--- src/rtl/fpcmp_pkg.sv ---
package fpcmp_pkg;
  localparam int EXP_W  = 8;
  localparam int FRAC_W = 23;
  localparam int WORD_W = 1 + EXP_W + FRAC_W;
  localparam int MAG_W  = WORD_W - 1;
  localparam int CLS_W  = 5;

  localparam int CLS_ZERO = 0;
  localparam int CLS_DEN  = 1;
  localparam int CLS_NORM = 2;
  localparam int CLS_INF  = 3;
  localparam int CLS_NAN  = 4;

  typedef enum logic [1:0] {
    CMP_EQ  = 2'b00,
    CMP_LT  = 2'b01,
    CMP_LE  = 2'b10,
    CMP_RSV = 2'b11
  } cmp_op_e;
endpackage

--- src/rtl/fpcmp_classify.sv ---
module fpcmp_classify
  import fpcmp_pkg::*;
#(
  parameter int EW = EXP_W,
  parameter int FW = FRAC_W
) (
  input  logic [EW+FW:0]     word_i,
  output logic               sign_o,
  output logic [EW+FW-1:0]   mag_o,
  output logic [CLS_W-1:0]   class_o
);
  localparam logic [EW-1:0] EXP_ONES = '1;

  logic [EW-1:0] exp_w;
  logic [FW-1:0] frac_w;
  logic          exp_min, exp_max, frac_nz;

  assign sign_o  = word_i[EW+FW];
  assign mag_o   = word_i[EW+FW-1:0];
  assign exp_w   = word_i[EW+FW-1:FW];
  assign frac_w  = word_i[FW-1:0];
  assign exp_min = (exp_w == '0);
  assign exp_max = (exp_w == EXP_ONES);
  assign frac_nz = |frac_w;

  always_comb begin
    class_o           = '0;
    class_o[CLS_ZERO] = exp_min & ~frac_nz;
    class_o[CLS_DEN]  = exp_min &  frac_nz;
    class_o[CLS_NORM] = ~exp_min & ~exp_max;
    class_o[CLS_INF]  = exp_max & ~frac_nz;
    class_o[CLS_NAN]  = exp_max &  frac_nz;
  end
endmodule

--- src/rtl/fpcmp_order.sv ---
module fpcmp_order #(
  parameter int MW = fpcmp_pkg::MAG_W
) (
  input  logic          sign_a_i,
  input  logic          sign_b_i,
  input  logic [MW-1:0] mag_a_i,
  input  logic [MW-1:0] mag_b_i,
  input  logic          any_nan_i,
  input  logic          both_zero_i,
  output logic          eq_o,
  output logic          lt_o
);
  logic mag_lt, mag_gt, mag_eq, same_sign;

  assign mag_lt    = mag_a_i < mag_b_i;
  assign mag_gt    = mag_a_i > mag_b_i;
  assign mag_eq    = mag_a_i == mag_b_i;
  assign same_sign = sign_a_i == sign_b_i;

  always_comb begin
    eq_o = 1'b0;
    lt_o = 1'b0;
    if (!any_nan_i) begin
      if (both_zero_i) begin
        eq_o = 1'b1;
      end else if (!same_sign) begin
        lt_o = sign_a_i;
      end else begin
        eq_o = mag_eq;
        lt_o = sign_a_i ? mag_gt : mag_lt;  // negatives reverse the sense
      end
    end
  end
endmodule

--- src/rtl/fp_compare_unit.sv ---
module fp_compare_unit
  import fpcmp_pkg::*;
(
  input  logic              clk_i,
  input  logic              rst_ni,
  input  logic [WORD_W-1:0] opa_i,
  input  logic [WORD_W-1:0] opb_i,
  input  logic [1:0]        op_i,
  input  logic              strobe_i,
  output logic              flag_o,
  output logic [CLS_W-1:0]  a_class_o,
  output logic [CLS_W-1:0]  b_class_o
);
  localparam int N_OPND = 2;

  logic [WORD_W-1:0] word_w  [N_OPND];
  logic              sign_w  [N_OPND];
  logic [MAG_W-1:0]  mag_w   [N_OPND];
  logic [CLS_W-1:0]  class_w [N_OPND];
  logic              eq_w, lt_w, res_w, res_vld;
  cmp_op_e           op_w;

  assign word_w[0] = opa_i;
  assign word_w[1] = opb_i;

  for (genvar g = 0; g < N_OPND; g++) begin : g_cls
    fpcmp_classify #(.EW(EXP_W), .FW(FRAC_W)) u_cls (
      .word_i  (word_w[g]),
      .sign_o  (sign_w[g]),
      .mag_o   (mag_w[g]),
      .class_o (class_w[g])
    );
  end

  fpcmp_order #(.MW(MAG_W)) u_ord (
    .sign_a_i    (sign_w[0]),
    .sign_b_i    (sign_w[1]),
    .mag_a_i     (mag_w[0]),
    .mag_b_i     (mag_w[1]),
    .any_nan_i   (class_w[0][CLS_NAN] | class_w[1][CLS_NAN]),
    .both_zero_i (class_w[0][CLS_ZERO] & class_w[1][CLS_ZERO]),
    .eq_o        (eq_w),
    .lt_o        (lt_w)
  );

  assign op_w = cmp_op_e'(op_i);

  always_comb begin
    res_vld = 1'b1;
    unique case (op_w)
      CMP_EQ:  res_w = eq_w;
      CMP_LT:  res_w = lt_w;
      CMP_LE:  res_w = lt_w | eq_w;
      default: begin res_w = 1'b0; res_vld = 1'b0; end
    endcase
  end

  always_ff @(posedge clk_i or negedge rst_ni) begin
    if (!rst_ni)                 flag_o <= 1'b0;
    else if (strobe_i && res_vld) flag_o <= res_w;
  end

  assign a_class_o = class_w[0];
  assign b_class_o = class_w[1];
endmodule

--- config.mk ---
export PLATFORM = sky130hd
export DESIGN_NAME = fp_compare_unit
export DESIGN_NICKNAME = d
export VERILOG_FILES = /design/src/rtl/fpcmp_pkg.sv /design/src/rtl/fpcmp_classify.sv /design/src/rtl/fpcmp_order.sv /design/src/rtl/fp_compare_unit.sv
export SDC_FILE = /design/constraint.sdc
export NUM_CORES = 1
export LEC_CHECK = 0
export ABC_CLOCK_PERIOD_IN_PS = 980
export BUFFER_PORTS_ARGS = -buffer_cell sky130_fd_sc_hd__clkbuf_2
export CAP_MARGIN = 15
export CORE_ASPECT_RATIO = 0.75
export CORE_MARGIN = 1
export CORE_UTILIZATION = 39
export CTS_BUF_LIST = sky130_fd_sc_hd__clkbuf_8
export CTS_CLUSTER_SIZE = 16
export DETAILED_ROUTE_END_ITERATION = 10
export GPL_TIMING_DRIVEN = 1
export HOLD_SLACK_MARGIN = 0.08
export PLACE_DENSITY_LB_ADDON = 0.2
export SYNTH_ARGS = -nofsm -noshare
export SYNTH_HDL_FRONTEND = slang
export SYNTH_SLANG_ARGS = --single-unit
--- constraint.sdc ---
create_clock -name clk_i -period 0.98 [get_ports clk_i]
set_clock_uncertainty 0.15 [all_clocks]
set_input_delay 0.098 -clock clk_i [delete_from_list [all_inputs] [get_ports clk_i]]
set_output_delay 0.098 -clock clk_i [all_outputs]
set_load 0.1 [all_outputs]
==> impl_metrics.tcl, run 1 <==
set metrics [dict create \
    post_cts.resized_instances 53 \
    gp_congestion 0.848 \
    dp_hpwl_mm 6.56 \
    netlist-cell-type-count 31 \
    mappedNetlistArea_sq_um 1120 \
    muxShareOfSynthArea_pct 0 \
    synthesis.area_per_instance_sq_um 6.86 \
    ctsHoldBuffers 1 \
    floorplan_die_height_um 48.5 \
    synth_top_family_by_area "adder cells" \
    die_x_um 64.0 \
    postCtsSetupBuffers 8 \
    yosysSeqAreaShare_pct 2.22 \
    outcome.stop_stage "clock tree synthesis (4_1_cts)" \
    synth_xor_xnor_area_share_pct 1.56 \
    floorplan.rows 16 \
    gate_count_of_the_mapped_netlist 164 \
    synth_edf_count 0 \
    synth-compound-area-share_pct 18.4 \
    tool.error "[ERROR DPL-0038] Utilization greater than 100%, impossible to legalize" \
    synth-warning-count 0 \
    run_status "did not finish" \
    ys_ff_latch 1 \
    num_io_pins 80 \
    portBuffers 79 \
    post_synth_fa_ha_maj_area_fraction_pct 34.5 \
    ys_async_sr_fraction_pct 100 \
    initial_utilization_pct 42.2 \
    synthFlopType "dfrtp_1" \
    synthesis.nets 264 \
    synthSimpleGateAreaFrac_pct 32.0 \
]
-- cell usage after synthesis, types with 2 or more instances --
| cell | number | share of area, % |
|---|---|---|
| inv_1 | 34 | 11 |
| ha_1 | 31 | 34 |
| nor4_1 | 16 | 8.9 |
| a21oi_1 | 15 | 6.7 |
| nand2_1 | 12 | 4.0 |
| nand4_1 | 11 | 6.1 |
| nor2_1 | 8 | 2.7 |
| nor3_1 | 6 | 2.7 |
| o21ai_0 | 5 | 2.2 |
| nand3_1 | 3 | 1.3 |
| and2_1 | 2 | 1.1 |
| xnor2_1 | 2 | 1.6 |
-- cell families after synthesis --
group,after synthesis
AOI/OAI and AO/OA,32
adders and majority gates,31
buffers and inverters,34
xor gates and xnor gates,2
DFF,1
and+or+nand+nor,64
-- metrics by stage --
| step | setup WS, ps | hold WS (ps) | cell area (sq um) | instances | setup TNS [ps] |
|---|---|---|---|---|---|
| floorplan | -1210 | -348 | 1380 | 164 | -6450 |
| detailed placement | -1510 | -264 | 2550 | 354 | -8320 |
| global placement | -1170 | -266 | 2550 | 354 | -7630 |
==> inputs of run 2 (changes only) <==
==> config.mk (replaced) <==
export PLATFORM = sky130hd
export DESIGN_NAME = fp_compare_unit
export DESIGN_NICKNAME = d
export VERILOG_FILES = /design/src/rtl/fpcmp_pkg.sv /design/src/rtl/fpcmp_classify.sv /design/src/rtl/fpcmp_order.sv /design/src/rtl/fp_compare_unit.sv
export SDC_FILE = /design/constraint.sdc
export NUM_CORES = 1
export LEC_CHECK = 0
export ABC_CLOCK_PERIOD_IN_PS = 1300
export BUFFER_PORTS_ARGS = -buffer_cell sky130_fd_sc_hd__clkbuf_2
export CAP_MARGIN = 15
export CORE_AREA = 2 2 63 65
export DETAILED_ROUTE_END_ITERATION = 10
export DIE_AREA = 0 0 65 67
export GPL_TIMING_DRIVEN = 1
export PLACE_DENSITY_LB_ADDON = 0.15
export SYNTH_ARGS = -nofsm -noshare
export SYNTH_HDL_FRONTEND = slang
export SYNTH_SLANG_ARGS = --single-unit
==> constraint.sdc (replaced) <==
create_clock -name clk_i -period 1.3 [get_ports clk_i]
set_clock_uncertainty 0.15 [all_clocks]
set_input_delay 0.13 -clock clk_i [delete_from_list [all_inputs] [get_ports clk_i]]
set_output_delay 0.13 -clock clk_i [all_outputs]
set_load 0.1 [all_outputs]
==> run 2 against run 1 <==
  * The flow now finishes, with violations (negative setup slack)
  * Synthesized cell count unchanged
  * Area after synthesis unchanged
==> impl_metrics.tcl, run 2 <==
set metrics [dict create \
    ys_ff_latch 1 \
    max_slew.worst_pin.slew_ps 357 \
    cp.arrival_ps 1860 \
    yosysMostFrequentCell "inv_1" \
    cp-end-kind "flop" \
    maxSlewViolCount 0 \
    layout.cells.non_filler 371 \
    insertion_delay_ps 0 \
    finalWorstSetupSlack_ps -843 \
    synth.largest_area_cell "ha_1" \
    floorplan_die_height_um 67 \
    wire_per_inst_um 13.9 \
    layout-drive-gt1-share_pct 63.2 \
    dp_hpwl_mm 4.13 \
    run_status "finished, violations left" \
    ys_async_sr_fraction_pct 100 \
    setup_viol 10 \
    final_hold_viol_count 0 \
    grt_antenna_before_repair 0 \
    crit_path_cell_chain "buf_6 -> ha_4 -> a21o_1 -> a221o_1 -> a221oi_4 -> o2111ai_2 -> buf_4 -> a21boi_2 -> o31ai_2" \
    mappedNetlistArea_sq_um 1120 \
    hold_path.class "in -> reg" \
    largest_reg_flops 1 \
    drc 0 \
    initial_drt_markers 49 \
    layout_min_cycle_time_ps 2140 \
    worstReg2RegEnd "flag_o" \
    slew_headroom_pct 76.2 \
    dpl.cell_count 366 \
    preCtsSetupSlack_ps -893 \
    portBuffers 79 \
    gp_congestion 0.796 \
    worstSetupStartpointType "input port" \
    synthDominantCellAreaShare_pct 34.5 \
    synthesis.nets 264 \
    synth-warning-count 0 \
    post_drt_via_cell_ratio 5.05 \
    regToRegSetupSlack_ps 350 \
    synthFlopType "dfrtp_1" \
    peakVddDrop_mv 0.153 \
    synthesis.area_per_instance_sq_um 6.86 \
    max_cap_violations 0 \
    floorplan.die_area_sq_um 4360 \
    violations_in_the_final_reports "negative setup slack" \
    grt_usage_pct 23.6 \
    final_cell_mix "clkbuf_2 (55), buf_4 (52), buf_6 (36)" \
    setup.worst_path.class "in -> reg" \
    top_register "flag_o" \
    grt_pass1_vias 1923 \
    detailroute.via_count 1873 \
    die_x_um 65 \
    globalRouteOverflowTotal 0 \
    crit_path_max_fanout 2 \
    cell_types_with_the_largest_area_share_after_synthesis "ha_1 (34%), inv_1 (11%), nor4_1 (8.9%), a21oi_1 (6.7%), nand4_1 (6.1%)" \
    clock.fmax_mhz 467 \
    startpoint "opa_i[24]" \
    netlist-cell-type-count 31 \
    launching_point_of_the_worst_reg2reg_path "flag_o" \
    num_io_pins 80 \
    leakagePower_nw 1.51 \
    synth_edf_count 0 \
    final_core_util_pct 81.3 \
    drtAntennaViolNets 0 \
    wirelength_mm 5.16 \
    global_route_wire_length_before_repair_mm 8.21 \
    cp.required_ps 1020 \
    yosysSeqAreaShare_pct 2.22 \
    finish.net_count 425 \
    core_area_sq_um 3610 \
    syn2layout_area_growth_pct 161 \
    pwr_density_cell_nw_per_um2 289 \
    initial_utilization_pct 31.2 \
    cpMaxStageDelayCell "a221o_1" \
    top_regs "flag_o x1" \
    layout_worst_path_cycle_share_pct 165 \
    r2r.worst_path.cells 2 \
    antenna_cells_inserted 0 \
    mostFrequentLayoutCell "clkbuf_2" \
    grt_start_max_net_pins 5 \
    detail_route.first_pass.iterations 4 \
    synthTopCellsByCount "inv_1 (34), ha_1 (31), nor4_1 (16), a21oi_1 (15), nand2_1 (12)" \
    cp_slowest_stage_delay_ps 360 \
    floorplan.rows 22 \
    setup.worst_path.end "flag_o" \
    gate_count_of_the_mapped_netlist 164 \
    path_clk_slew_ps 0 \
    setup_repair_after_global_routing_missed_its_margin "true" \
]
run 2: cell type report:
cell class              count  area [sq um]
repair buffers            159          1370
well taps                  48          60.1
flip-flops and latches      1          25.0
multi-input cells         129          1350
inverters                  34           135
fillers                   250           673
run 2: logic make-up (layout without fill, tap and decap cells):
family	count (synthesis)	count (layout)	synth area share, %
AOI/OAI and AO/OA	32	32	18.4
xor gates and xnor gates	2	2	1.56
adders and majority gates	31	31	34.5
buffers and inverters	34	193	11.3
DFF	1	1	2.22
and+or+nand+nor	64	64	32.0
run 2: critical path, delay by kind of cell:
kind            cells  cell delay, ps
compound gates      6            1220
buf+inv             2             280
fa+ha+maj           1             230
run 2: power by group:
| group | internal [mW] | switching [mW] |
|---|---|---|
| combinational | 0.434 | 0.370 |
| clock | 0 | 0 |
| sequential | 0.0371 | 0.00648 |
run 2: per-stage QoR:
step	power, mW	setup TNS (ps)	cell area [sq um]	hold WS (ps)
finish	0.847	-4150	2930	267
global placement	0.705	-4490	2550	-239
floorplan	0.314	-3840	1370	-316
CTS	0.777	-4010	2750	269
global route	0.926	-4890	2930	293
detailed placement	0.726	-4600	2550	-239
run 2: worst min-delay path by stage:
| stage | start | endpoint | slack [ps] | cells after the start |
|---|---|---|---|---|
| detailed placement | rst_ni | flag_o | -240 | 1 |
| finish | strobe_i | flag_o | 270 | 4 |
| global route | strobe_i | flag_o | 290 | 4 |
| floorplan | rst_ni | flag_o | -320 | 0 |
| global placement | rst_ni | flag_o | -240 | 1 |
| CTS | strobe_i | flag_o | 270 | 4 |
run 2: per-layer routing:
| layer | up-vias | global-route usage (%) | share of wire, % |
|---|---|---|---|
| li1 | 936 | - | - |
| met1 | 846 | 23.0 | 34 |
| met2 | 71 | 53.5 | 58 |
| met3 | 20 | 1.35 | 4.9 |
| met4 | 0 | 3.19 | 3.6 |
| met5 | - | 0 | 0 |
run 2: repair_timing:
item	in CTS	in global routing
gates resized for setup	31	51
pin swaps	25	13
endpoints found under the hold margin	1	0
setup endpoints to repair	11	11
buffers inserted	4	2
hold buffers	1	0
(Power assumes the default switching activity.)
